$ cat src/rtl/hb_pkg.sv
package hb_pkg;
  typedef logic [1:0] hb_drv_t;  // {drive_enable, level}
  localparam hb_drv_t DRV_OFF = 2'b00;
  localparam hb_drv_t DRV_LO  = 2'b10;
  localparam hb_drv_t DRV_HI  = 2'b11;
endpackage

$ cat src/rtl/hb_sync.sv
module hb_sync #(
  parameter int STAGES = 2
) (
  input  logic clk_i,
  input  logic rst_ni,
  input  logic d_i,
  output logic q_o
);
  logic [STAGES-1:0] sr_q;

  always_ff @(posedge clk_i or negedge rst_ni) begin
    if (!rst_ni) sr_q <= '0;
    else         sr_q <= {sr_q[STAGES-2:0], d_i};
  end

  assign q_o = sr_q[STAGES-1];
endmodule

$ cat src/rtl/hb_fault_latch.sv
module hb_fault_latch #(
  parameter int FILT_CYC = 250
) (
  input  logic clk_i,
  input  logic rst_ni,
  input  logic uv_i,
  input  logic ot_i,
  input  logic sc_i,
  input  logic clr_i,
  output logic fault_o
);
  localparam int CW = (FILT_CYC < 2) ? 1 : $clog2(FILT_CYC + 1);
  localparam logic [CW-1:0] CNT_TOP = CW'(FILT_CYC - 1);

  logic [CW-1:0] cnt_q;
  logic          flt_q;
  logic          sc_hit;

  assign sc_hit = sc_i && (cnt_q == CNT_TOP);

  always_ff @(posedge clk_i or negedge rst_ni) begin
    if (!rst_ni) begin
      cnt_q <= '0;
      flt_q <= 1'b0;
    end else if (uv_i) begin
      // undervoltage is a power-on reset of the fault state
      cnt_q <= '0;
      flt_q <= 1'b0;
    end else begin
      if (!sc_i)               cnt_q <= '0;
      else if (cnt_q != CNT_TOP) cnt_q <= cnt_q + 1'b1;
      // a present fault wins over a clear edge
      flt_q <= ot_i | sc_hit | (flt_q & ~clr_i);
    end
  end

  assign fault_o = flt_q;
endmodule

$ cat src/rtl/hb_half_out.sv
module hb_half_out
  import hb_pkg::*;
(
  input  logic    drive_ok_i,
  input  logic    level_i,
  output hb_drv_t drv_o
);
  always_comb begin
    if (!drive_ok_i)  drv_o = DRV_OFF;
    else if (level_i) drv_o = DRV_HI;
    else              drv_o = DRV_LO;
  end
endmodule

$ cat src/rtl/hbridge_ctrl.sv
module hbridge_ctrl
  import hb_pkg::*;
#(
  parameter int FILT_CYC    = 250,
  parameter int SYNC_STAGES = 2
) (
  input  logic       clk_i,
  input  logic       rst_ni,
  input  logic       dir_a_i,
  input  logic       dir_b_i,
  input  logic       dis_i,
  input  logic       en_i,
  input  logic       uv_i,
  input  logic       ot_i,
  input  logic       sc_i,
  input  logic       chop_i,
  output logic [1:0] out_a_o,
  output logic [1:0] out_b_o,
  output logic       flag_no
);
  localparam int NLEG = 2;

  logic en_s, dis_s, en_q, dis_q;
  logic clr_evt, fault, gate_on, drive_ok;
  logic [NLEG-1:0] dir_vec;
  hb_drv_t drv [NLEG];

  hb_sync #(.STAGES(SYNC_STAGES)) u_sync_en (
    .clk_i(clk_i), .rst_ni(rst_ni), .d_i(en_i), .q_o(en_s));
  hb_sync #(.STAGES(SYNC_STAGES)) u_sync_dis (
    .clk_i(clk_i), .rst_ni(rst_ni), .d_i(dis_i), .q_o(dis_s));

  always_ff @(posedge clk_i or negedge rst_ni) begin
    if (!rst_ni) begin
      en_q  <= 1'b0;
      dis_q <= 1'b0;
    end else begin
      en_q  <= en_s;
      dis_q <= dis_s;
    end
  end

  assign clr_evt = (en_s & ~en_q) | (dis_q & ~dis_s);

  hb_fault_latch #(.FILT_CYC(FILT_CYC)) u_flt (
    .clk_i(clk_i), .rst_ni(rst_ni), .uv_i(uv_i), .ot_i(ot_i),
    .sc_i(sc_i), .clr_i(clr_evt), .fault_o(fault));

  assign gate_on  = en_s & ~dis_s;
  assign drive_ok = gate_on & ~uv_i & ~fault & ~chop_i;
  assign dir_vec  = {dir_b_i, dir_a_i};

  for (genvar g = 0; g < NLEG; g++) begin : g_leg
    hb_half_out u_leg (
      .drive_ok_i(drive_ok), .level_i(dir_vec[g]), .drv_o(drv[g]));
  end

  assign out_a_o = drv[0];
  assign out_b_o = drv[1];
  // chopping is not a fault: flag ignores chop_i
  assign flag_no = gate_on & ~uv_i & ~fault;
endmodule

$ cat config.mk
export PLATFORM = sky130hd
export DESIGN_NAME = hbridge_ctrl
export DESIGN_NICKNAME = d
export VERILOG_FILES = /design/src/rtl/hb_pkg.sv /design/src/rtl/hb_sync.sv /design/src/rtl/hb_fault_latch.sv /design/src/rtl/hb_half_out.sv /design/src/rtl/hbridge_ctrl.sv
export SDC_FILE = /design/constraint.sdc
export NUM_CORES = 1
export LEC_CHECK = 0
export BUFFER_PORTS_ARGS = -buffer_cell sky130_fd_sc_hd__buf_4
export CAP_MARGIN = 20
export CORE_AREA = 3 3 40 42
export DETAILED_ROUTE_END_ITERATION = 12
export DIE_AREA = 0 0 43 45
export PLACE_DENSITY = 0.85
export SYNTH_ARGS = -nofsm -noshare
export SYNTH_HDL_FRONTEND = slang
export SYNTH_SLANG_ARGS = --single-unit
$ cat constraint.sdc
create_clock -name clk_i -period 2.4 [get_ports clk_i]
set_input_delay 0.36 -clock clk_i [delete_from_list [all_inputs] [get_ports clk_i]]
set_output_delay 0.36 -clock clk_i [all_outputs]
set_load 0.02 [all_outputs]
==> results of run 1 <==
[flip-flops by register name, indices dropped and copies added, names as in the netlist]
| register | flops |
|---|---|
| u_sync_dis.sr_q | 2 |
| dis_q | 1 |
| en_q | 1 |
| u_flt.fault_o | 1 |
| u_sync_en.sr_q | 2 |
| u_flt.cnt_q | 8 |
[metal layers]
| layer | track usage | vias up | wire (um) |
|---|---|---|---|
| met5 | 0 | - | 0 |
| met4 | 0.0542 | 0 | 7 |
| met3 | 0.0398 | 2 | 76 |
| met2 | 0.237 | 16 | 549 |
| met1 | 0.164 | 240 | 521 |
| li1 | - | 239 | - |
[through the flow]
stage / setup WS, ns / area, sq um / total power [mW]
after global placement: 0.774 / 776 / 0.303
after CTS: 0.439 / 812 / 0.441
after global routing: 0.346 / 812 / 0.457
final: 0.465 / 812 / 0.438
after floorplan: 0.592 / 671 / 0.283
after detailed placement: 0.670 / 776 / 0.304
[worst max path at each step]
stage | from | endpoint | slack [ns] | cells past startpoint
5_1_grt | u_sync_dis.sr_q[1]$_DFF_PN0_ | out_b_o[0] | 0.35 | 4
3_5_place_dp | uv_i | out_b_o[0] | 0.67 | 5
3_3_place_gp | uv_i | out_b_o[0] | 0.77 | 5
2_1_floorplan | u_sync_dis.sr_q[1]$_DFF_PN0_ | out_a_o[0] | 0.59 | 3
4_1_cts | u_sync_dis.sr_q[1]$_DFF_PN0_ | out_b_o[0] | 0.44 | 4
6_report | u_sync_dis.sr_q[1]$_DFF_PN0_ | out_b_o[0] | 0.47 | 4
[layout make-up]
class,count,area share
multi-input combinational,39,0.331
sequential,15,0.462
clock buffer,4,0.0324
tap,15,0.0231
timing repair buffer,15,0.142
inverter,2,0.00924
[cell families (layout without fill, tap and decap cells)]
logic type / after synthesis / after routing / synth area share
buffers and inverters: 5 / 21 / 0.0392
XOR/XNOR: 3 / 3 / 0.0392
AND/OR/NAND/NOR: 25 / 25 / 0.248
flip-flops: 15 / 15 / 0.560
AO/OA/AOI/OAI: 9 / 9 / 0.0765
adder cells (fa/ha/maj): 2 / 2 / 0.0373
[what timing repair did]
action	in CTS	in global routing
hold buffers	1	0
endpoints found under the hold margin	15	0
setup buffers	0	0
[power by group through the flow]
stage	Sequential (mW)	Combinational [mW]	Clock, mW
2_1_floorplan	0.269	0.0141	0
3_3_place_gp	0.270	0.0327	0
3_5_place_dp	0.271	0.0337	0
4_1_cts	0.266	0.0351	0.140
5_1_grt	0.267	0.0378	0.153
6_report	0.265	0.0343	0.138
[layout by cell type (no fill, tap or decap), types with 2 or more instances in the layout]
| cell | n |
|---|---|
| o21ai_0 | 4 |
| a21oi_1 | 3 |
| inv_1 | 2 |
| and2_1 | 2 |
| nor2_1 | 2 |
| clkbuf_4 | 3 |
| ha_1 | 2 |
| buf_4 | 14 |
| nand3_1 | 3 |
| dfrtp_1 | 15 |
| nand2b_1 | 3 |
| xor2_1 | 2 |
| or3_1 | 3 |
| nor3_1 | 2 |
| nand2_1 | 2 |
==> impl_results.md, run 1 <==
- WP data arrival: 1.57 ns
- I/O Buffers: 14
- WHS Endpoint: u_sync_dis.sr_q[0]$_DFF_PN0_
- Post-synth cell types: 26
- Psw: 0.0943 mW
- Max Clock Freq: 517 MHz
- DP HPWL: between 800 and 900 um
- Die Area: 0.00194 sq mm
- Yosys reg bits: 15
- Drt wl/cell: 12.8 um
- Register Area: between 300 and 400 sq um
- Row count: 13
- Fraction of layout cells with a size suffix above 1: 0.267
- CP bufs+invs: 1
- Final Util: 0.632
- Setup crit start kind: flip-flop
- CTS Sinks: 15
- Critical path, cell by cell: nor4b_2 -> nor2b_1 -> and2_1 -> buf_4
- Sequential area share after synthesis: 0.560
- Flop2flop setup slack: 1.06 ns
- First-pass GRT wire length: 1960 um
- Outcome: finished clean
- Setup TNS: 0 ns
- Resized Gates After CTS: 0
- Die width: 43 um
- Core Region: 0.00128 sq mm
- Cell Area, Synth: 671 sq um
- Commonest register cell after synthesis: dfrtp_1
- Skew final: 0.0129 ns
- Max Cap Violations: 0
- Crit path capture type: primary output
- Final std cells w/o fill: 90
- Final WL: about 1200 um
- Crit path max fanout: 4
- Remaining Overflow, GRT: 0
- Reg-to-reg endpoint: u_flt.cnt_q[1]$_DFFE_PN0P_
- Pin count of the biggest net entering global routing: 16
- CP delay by family, top: simple AND/OR/NAND/NOR gates
- Switching share of total power: 0.216
- Worst hold start: dis_i
- Fin crit share: 0.806
- Final Hold Fails: 0
- Final hold slack: a little under 0.2 ns
- ANT nets after route: 0
- Syn_nets: slightly above 70
- Reg clk slew, reported paths: 0.07 ns
- Ports: 15
- Initial core utilization: 0.522
- Area of the multi-input gates: 269 sq um
- TritonCTS clock tree: built
- DR DRC count: 0
- Slew at the pin with the worst max-slew slack: 0.377 ns
- Clock tree root driver cell: clkbuf_4
- Number of fill cells: 110
- Initial DRT Pass Iterations: 3
- DR iter-0 viols: 6
- Syn-to-layout area delta: 21.1%
- Mapped Avg Cell Area: 11.4 sq um
- Synth top area share: 0.560
- Top-count cell post-synth: dfrtp_1
- Cells after Synth: 59
- RSZ-0062 raised after global routing: no
- Static Leak: roughly 0.36 nW
- Worst Hold Path Cells: 1
- Slowest stage cell on the critical path: dfrtp_1
- Combinational cell fraction of total power: 0.078
- Gr usage total: 0.137
- FF-to-FF path depth: 5
- Peak VDD IR: ~370 uV
- Pwr dens: 539 mW/mm^2
- RR Startpoint: u_flt.cnt_q[1]$_DFFE_PN0P_
- Clk_lat worst skew: ~0.28 ns
- DR vias: 497
- Antenna violations before repair: 0
- Clk buf depth: 2
- Fin. max-slew vios: 0
- Clock Power Share: 0.315
- Critical Path RT: 2.04 ns
- Total CTS buffers: 3
- Routability cong.: 0.696
- Height of the die: 45 um
- Dominant cell type by area after synthesis: dfrtp_1
- Pint: 0.343 mW
- Min-delay worst type: in -> reg
- Flop pwr share: 0.607
- Final #Nets: 88
- Area contributors post-synth: dfrtp_1 (56%), ha_1 (3.7%), o21ai_0 (3.0%)
- Vias in the first global route: between 400 and 500
- Drt via density: 5.52
- EDFF count, synth: 0
- Min cycle time layout: 1.93 ns
- Placed instance count: 85
- Synth Warn #: 0
- Slew margin rel.: 0.749
- Final-report setup violation count: 0
- Critical path class: reg -> out
- H-Tree Depth: 1
- Max incr delay on CP: 0.40 ns
- Ant. Diodes: 0
- Commonest cells post-synth: dfrtp_1 (15), o21ai_0 (4)
- Post-synth ARST share: 1.00
Note: power is estimated with default switching activity, not from simulation.
==> inputs of run 2 (changes only) <==
- ABC_AREA: not set -> 1
- CORE_AREA: 3 3 40 42 -> 3 3 43 45
- DIE_AREA: 0 0 43 45 -> 0 0 46 48
- PLACE_DENSITY: 0.85 -> 0.81
- clock period: 2.4 -> 1.8 ns (I/O delays scaled with it)
==> run 2 against run 1 <==
Net effect:
- total power rose by 39%
- setup slack got worse by 0.22 ns
- wire length increased by 13%
- via count up 15%
- largest power group unchanged
==> impl_results.md, run 2 <==
- Outcome: finished clean
- Register Area: 375 sq um (unchanged)
- Commonest cells post-synth: nand2_1 (18), dfrtp_1 (15), inv_1 (14)
- Syn_nets: 99 (+39%)
- RSZ-0062 raised after global routing: no
- Min cycle time layout: 1.56 ns
- Syn-to-layout area delta: 19.7%
- Post-synth ARST share: 1.00 (unchanged)
- Crit path max fanout: 3 (-1)
- H-Tree Depth: 1 (unchanged)
- Critical path class: reg -> out
- Ports: 15 (unchanged)
- RR Startpoint: u_flt.cnt_q[0]$_DFFE_PN0P_
- Critical path, cell by cell: inv_1 -> nand2_1 -> nor3_2 -> nand2_1 -> nor2_1 -> buf_4
- Final #Nets: 117 (+33%)
- Max incr delay on CP: 0.39 ns (about the same)
- Final-report setup violation count: 0 (unchanged)
- Max reg flops: 8 (unchanged)
- Switching share of total power: 0.247 (+0.0315)
- Yosys reg bits: 15 (unchanged)
- Max Cap Violations: 0 (unchanged)
- Number of fill cells: 142 (+29%)
- FF-to-FF path depth: 6 (+1)
- Die Area: 0.00221 sq mm (+14%)
- Synth Warn #: 0 (unchanged)
- Fin. max-slew vios: 0 (unchanged)
- Synth top area share: 0.502 (-0.0580)
- Critical Path RT: 1.53 ns (-0.51 ns)
- Fraction of layout cells with a size suffix above 1: 0.288 (+0.0218)
- Critical path depth: 6 (+2)
- EDFF count, synth: 0 (unchanged)
- Pint: 0.456 mW (+33%)
- DR vias: 574 (+15%)
- Min-delay worst type: in -> reg
- Commonest non-fill, non-tap cell in the layout: nand2_1
- Skew final: 0.00260 ns (-0.0103 ns)
- Top-count cell post-synth: nand2_1
- Total CTS buffers: 3 (unchanged)
- Resized Gates After CTS: 0 (unchanged)
- Peak VDD IR: 596 uV (+60%)
- Initial DRT Pass Iterations: 4 (+1)
- Setup TNS: 0 ns (unchanged)
- Routability cong.: 0.824 (+18%)
- Slew margin rel.: 0.863 (+0.115)
- Post-CTS Hold Fix Bufs: 1 (unchanged)
- Height of the die: 48 um (+6.7%)
- Largest Register: u_flt.cnt_q
- DR DRC count: 0 (unchanged)
- WP data arrival: 1.29 ns (-0.28 ns)
- Static Leak: 0.489 nW (+36%)
- Gr usage total: 0.126 (-0.0117)
- Commonest register cell after synthesis: dfrtp_1
- Cells after Synth: 87 (+47%)
- Row count: 14 (+1)
- Sequential area share after synthesis: 0.502 (-0.0580)
- Clk_lat worst skew: 0.29 ns (about the same)
- Flop2flop setup slack: 0.52 ns (-0.54 ns)
- Area contributors post-synth: dfrtp_1 (50%), nand2_1 (9.0%), inv_1 (7.0%)
- DR iter-0 viols: 7 (+1)
- Flop pwr share: 0.584 (-0.023)
- Antenna violations before repair: 0 (unchanged)
- Vias in the first global route: 497 (+13%)
- Most Frequent Cell on Critical Path: nand2_1
- Final Hold Fails: 0 (unchanged)
- Max Clock Freq: about 640 MHz
- Setup crit start kind: flip-flop
- Core Region: 0.00151 sq mm (+17%)
- Combinational cell fraction of total power: 0.095 (+0.017)
- Largest registers: u_flt.cnt_q x8, u_sync_dis.sr_q x2, u_sync_en.sr_q x2
- Setup repair bufs after CTS: 0 (unchanged)
- Placement Cell Area: 858 sq um (+11%)
- WHS Endpoint: u_sync_dis.sr_q[0]$_DFF_PN0_
- CP bufs+invs: 2 (+1)
- Reg clk slew, reported paths: 0.09 ns (+0.02 ns)
- Die width: 46 um (+7.0%)
- Most frequent cells in the layout: nand2_1 (18), dfrtp_1 (15), inv_1 (14), buf_4 (14), nor2_1 (8)
- Slew at the pin with the worst max-slew slack: 0.205 ns (-0.172 ns)
- Drt via density: 4.78 (-13%)
- Psw: 0.150 mW (+59%)
- Fin crit share: 0.866
- Area of the multi-input gates: 294 sq um (+9.3%)
- Post-synth cell types: 19 (-27%)
- ANT nets after route: 0 (unchanged)
- CP delay by family, top: simple AND/OR/NAND/NOR gates
- Reg-to-reg endpoint: u_flt.cnt_q[2]$_DFFE_PN0P_
- Mapped Avg Cell Area: 8.60 sq um (-24%)
- Dominant cell type by area after synthesis: dfrtp_1
- First-pass GRT wire length: 1970 um (+0.36%)
- Clk buf depth: 2 (unchanged)
- I/O Buffers: 14 (unchanged)
- Final Cell Area: 896 sq um (+10%)
- Slowest stage cell on the critical path: dfrtp_1
- Worst Hold Path Cells: 1 (unchanged)
- Drt wl/cell: 10.9 um (-15%)
- Clock Power Share: 0.322 (+0.007)
- DP HPWL: 1010 um (+15%)
- Crit path capture type: primary output
- Pin count of the biggest net entering global routing: 16 (unchanged)
- Initial core utilization: 0.497 (-0.0252)
- Final WL: 1300 um (+13%)
- Clock tree root driver cell: clkbuf_4
- Cell Area, Synth: 748 sq um (+12%)
- Remaining Overflow, GRT: 0 (unchanged)
- Ant. Diodes: 0 (unchanged)
- Pwr dens: 677 mW/mm^2 (+26%)
- CTS Sinks: 15 (unchanged)
- Worst hold start: dis_i
- TritonCTS clock tree: built
## run 2: how the worst max path moves through the flow
stage | slack (ns) | from | to
4_1_cts | 0.23 | u_sync_dis.sr_q[1]$_DFF_PN0_ | out_a_o[0]
5_1_grt | 0.13 | u_sync_dis.sr_q[1]$_DFF_PN0_ | out_a_o[0]
3_3_place_gp | 0.56 | u_flt.cnt_q[0]$_DFFE_PN0P_ | u_flt.cnt_q[2]$_DFFE_PN0P_
6_report | 0.24 | u_sync_dis.sr_q[1]$_DFF_PN0_ | out_a_o[0]
2_1_floorplan | 0.30 | u_sync_dis.sr_q[1]$_DFF_PN0_ | out_a_o[0]
3_5_place_dp | 0.53 | u_flt.cnt_q[0]$_DFFE_PN0P_ | u_flt.cnt_q[2]$_DFFE_PN0P_
## run 2: final cells by class
| class | instances | area share |
|---|---|---|
| clock buffer | 3 | 0.0251 |
| inverter | 17 | 0.0712 |
| multi-input combinational | 53 | 0.328 |
| clock inverter | 1 | 0.00559 |
| tap | 16 | 0.0223 |
| timing repair buffer | 15 | 0.128 |
| sequential | 15 | 0.419 |
## run 2: cell families (layout without fill, tap and decap cells)
kind of cell    count (synthesis)  in the layout  share of synthesized area
buf+inv                        19             36                      0.105
fa+ha+maj                       2              2                     0.0334
flops                          15             15                      0.502
simple gates                   43             43                      0.296
compound gates                  8              8                     0.0635
## run 2: metal layers
layer	share of wire	up-vias	wire [um]	global-route usage
met2	0.46	16	605	0.206
li1	-	299	-	-
met5	0	-	0	0
met1	0.44	255	577	0.157
met3	0.076	4	99	0.0226
met4	0.016	0	21	0.0682
## run 2: power groups by stage
stage | Clock, mW | Sequential, mW | Combinational (mW)
3_3_place_gp | 0 | 0.360 | 0.0548
6_report | 0.195 | 0.354 | 0.0574
2_1_floorplan | 0 | 0.359 | 0.0268
5_1_grt | 0.208 | 0.355 | 0.0638
4_1_cts | 0.197 | 0.354 | 0.0586
3_5_place_dp | 0 | 0.361 | 0.0567
## run 2: stage by stage
stage               std cells  hold slack [ns]  worst slack (ns)  power (mW)   util
detailed placement        115            0.132             0.530       0.417  0.570
CTS                       120           0.0820             0.231       0.610  0.595
finish                    120           0.0827             0.242       0.606  0.595
floorplan                  87          -0.0256             0.301       0.386      -
global placement          115            0.131             0.560       0.415  0.570
global route              120           0.0823             0.133       0.627  0.595
==> inputs of run 3 (changes only) <==
- ABC_AREA: 1 -> not set
- CORE_AREA: 3 3 43 45 -> 3 3 41 43
- DIE_AREA: 0 0 46 48 -> 0 0 44 46
- PLACE_DENSITY: 0.81 -> 0.82
==> run 3 against run 2 <==
Net effect:
- setup slack worse by 0.18 ns
- sequential share of layout area is 2.3 points higher
- global-route usage is 1.3 points higher
- non-clock buffer count is 2 higher
- maximum frequency is 10% lower
- total power is 2.0% lower
- critical path type unchanged
==> impl_results.md, run 3 (synthesis gave the netlist of run 1 again) <==
- Initial DRT Pass Iterations: 4 (unchanged)
- Worst hold start: en_i
- Height of the die: 46 um (-4.2%)
- Largest registers: u_flt.cnt_q x8, u_sync_dis.sr_q x2, u_sync_en.sr_q x2
- DR DRC count: 0 (unchanged)
- Power Total: 0.594 mW (-2.0%)
- Remaining Overflow, GRT: 0 (unchanged)
- Die Area: 0.00202 sq mm (-8.3%)
- Initial core utilization: 0.503 (+0.00614)
- Core Region: 0.00133 sq mm (-11%)
- Slew at the pin with the worst max-slew slack: 0.345 ns (+0.141 ns)
- Final Hold Fails: 0 (unchanged)
- Fin. max-slew vios: 0 (unchanged)
- Setup crit start kind: flip-flop
- Crit path capture type: primary output
- I/O Buffers: 14 (unchanged)
- Final #Nets: 90 (-23%)
- RR Startpoint: u_flt.cnt_q[1]$_DFFE_PN0P_
- Critical Path RT: 1.53 ns (about the same)
- Gr usage total: 0.139 (+0.0133)
- Psw: 0.136 mW (-9.2%)
- Drt via density: 5.28 (+10%)
- Fin crit share: 0.966 (+0.101)
- Reg clk slew, reported paths: 0.08 ns (about the same)
- Min-delay worst type: in -> reg
- Peak VDD IR: 495 uV (-17%)
- Routability cong.: 0.772 (-6.3%)
- Antenna violations before repair: 0 (unchanged)
- Switching share of total power: 0.229 (-0.0181)
- Pin count of the biggest net entering global routing: 16 (unchanged)
- Flop pwr share: 0.596 (+0.012)
- Most frequent cells in the layout: dfrtp_1 (15), buf_4 (14), o21ai_0 (4)
- ANT nets after route: 0 (unchanged)
- Worst Hold Path Cells: 1 (unchanged)
- Largest Register: u_flt.cnt_q
- FF-to-FF path depth: 5 (-1)
- Clock tree root driver cell: clkbuf_4
- Total CTS buffers: 3 (unchanged)
- Critical path, cell by cell: nor4b_2 -> nor2b_4 -> and2_4 -> buf_6
- Max Cap Violations: 0 (unchanged)
- Slowest stage cell on the critical path: dfrtp_1
- Die width: 44 um (-4.3%)
- Reg-to-reg endpoint: u_flt.cnt_q[1]$_DFFE_PN0P_
- Max incr delay on CP: 0.40 ns (about the same)
- Static Leak: 0.377 nW (-23%)
- Crit path max fanout: 4 (+1)
- Flop2flop setup slack: 0.45 ns (-0.07 ns)
- Max reg flops: 8 (unchanged)
- Skew final: 0.00348 ns (+0.000872 ns)
- Drt wl/cell: 12.7 um (+17%)
- RSZ-0062 raised after global routing: yes
- Final WL: 1170 um (-10%)
- Clk_lat worst skew: 0.28 ns (about the same)
- DP HPWL: 851 um (-16%)
- WP data arrival: 1.47 ns (+0.18 ns)
- Commonest non-fill, non-tap cell in the layout: dfrtp_1
- Pint: 0.458 mW (+0.34%)
- Fraction of layout cells with a size suffix above 1: 0.338 (+0.0492)
- DR iter-0 viols: 7 (unchanged)
- Row count: 13 (-1)
- Ant. Diodes: 0 (unchanged)
- WHS Endpoint: u_sync_en.sr_q[0]$_DFF_PN0_
- Ports: 15 (unchanged)
- First-pass GRT wire length: 2010 um (+2.1%)
- Clk buf depth: 2 (unchanged)
- Outcome: finished clean
- CTS Sinks: 15 (unchanged)
- Max Clock Freq: 575 MHz (-10%)
- Setup TNS: 0 ns (unchanged)
- Final-report setup violation count: 0 (unchanged)
- Combinational cell fraction of total power: 0.085 (-0.010)
- Syn-to-layout area delta: 26.5%
- Critical path class: reg -> out
- DR vias: 486 (-15%)
- Slew margin rel.: 0.770 (-0.0937)
- Clock Power Share: 0.319 (-0.003)
- Vias in the first global route: 490 (-1.4%)
- TritonCTS clock tree: built
- Pwr dens: 700 mW/mm^2 (+3.5%)
- Min cycle time layout: 1.74 ns (+0.181 ns)
- H-Tree Depth: 1 (unchanged)
-- run 3: final cells by class --
cell class                 instances  area (sq um)
multi-input combinational         39           282
sequential                        15           375
inverter                           2          7.51
tap                               15          18.8
fill                             120           485
clock buffer                       3          22.5
timing repair buffer              17           138
clock inverter                     1          5.00
-- run 3: routing by layer --
| layer | global-route usage | up-vias | routed length [um] |
|---|---|---|---|
| met5 | 0 | - | 0 |
| met2 | 0.218 | 18 | 545 |
| met3 | 0.0277 | 4 | 101 |
| met1 | 0.166 | 222 | 492 |
| met4 | 0.108 | 0 | 29 |
| li1 | - | 242 | - |
-- run 3: power groups by stage --
stage                     logic [mW]  clock network (mW)  registers, mW
after floorplan               0.0188                   0          0.359
after global placement        0.0441                   0          0.360
after detailed placement      0.0450                   0          0.361
after CTS                     0.0473               0.194          0.354
after global routing          0.0570               0.212          0.356
final                         0.0505               0.189          0.354
-- run 3: metrics by stage --
step	hold WS (ns)	area [sq um]	setup slack, ns	instances	util
2_1_floorplan	-0.0256	671	0.0815	59	-
3_3_place_gp	0.131	776	0.352	85	0.582
3_5_place_dp	0.131	776	0.263	85	0.582
4_1_cts	0.0830	816	0.00339	90	0.612
5_1_grt	0.0781	848	-0.0474	92	0.636
6_report	0.0894	848	0.0610	92	0.636
-- run 3: worst max-delay path by stage --
stage / from / endpoint / slack (ns)
CTS: u_sync_dis.sr_q[1]$_DFF_PN0_ / out_a_o[0] / 0.003
finish: u_sync_dis.sr_q[1]$_DFF_PN0_ / out_a_o[0] / 0.06
detailed placement: u_sync_dis.sr_q[1]$_DFF_PN0_ / out_a_o[0] / 0.26
floorplan: u_sync_dis.sr_q[1]$_DFF_PN0_ / out_a_o[0] / 0.08
global placement: u_sync_dis.sr_q[1]$_DFF_PN0_ / out_b_o[0] / 0.35
global route: u_sync_dis.sr_q[1]$_DFF_PN0_ / out_a_o[0] / -0.05
-- run 3: timing repair --
action                                  4_1_cts  5_1_grt
hold endpoints to repair                     15        0
pin swaps                                     0        3
resized for setup                             1        5
hold buffers                                  1        0
buffers inserted                              0        2
endpoints found under the setup margin        2        2
gates cloned                                  0        0
-- run 3: worst max-delay path: cells and delay by family (launching register included) --
| family | cells | cell delay [ns] |
|---|---|---|
| buffers and inverters | 1 | 0.11 |
| flip-flops | 1 | 0.40 |
| AND/OR/NAND/NOR | 3 | 0.68 |
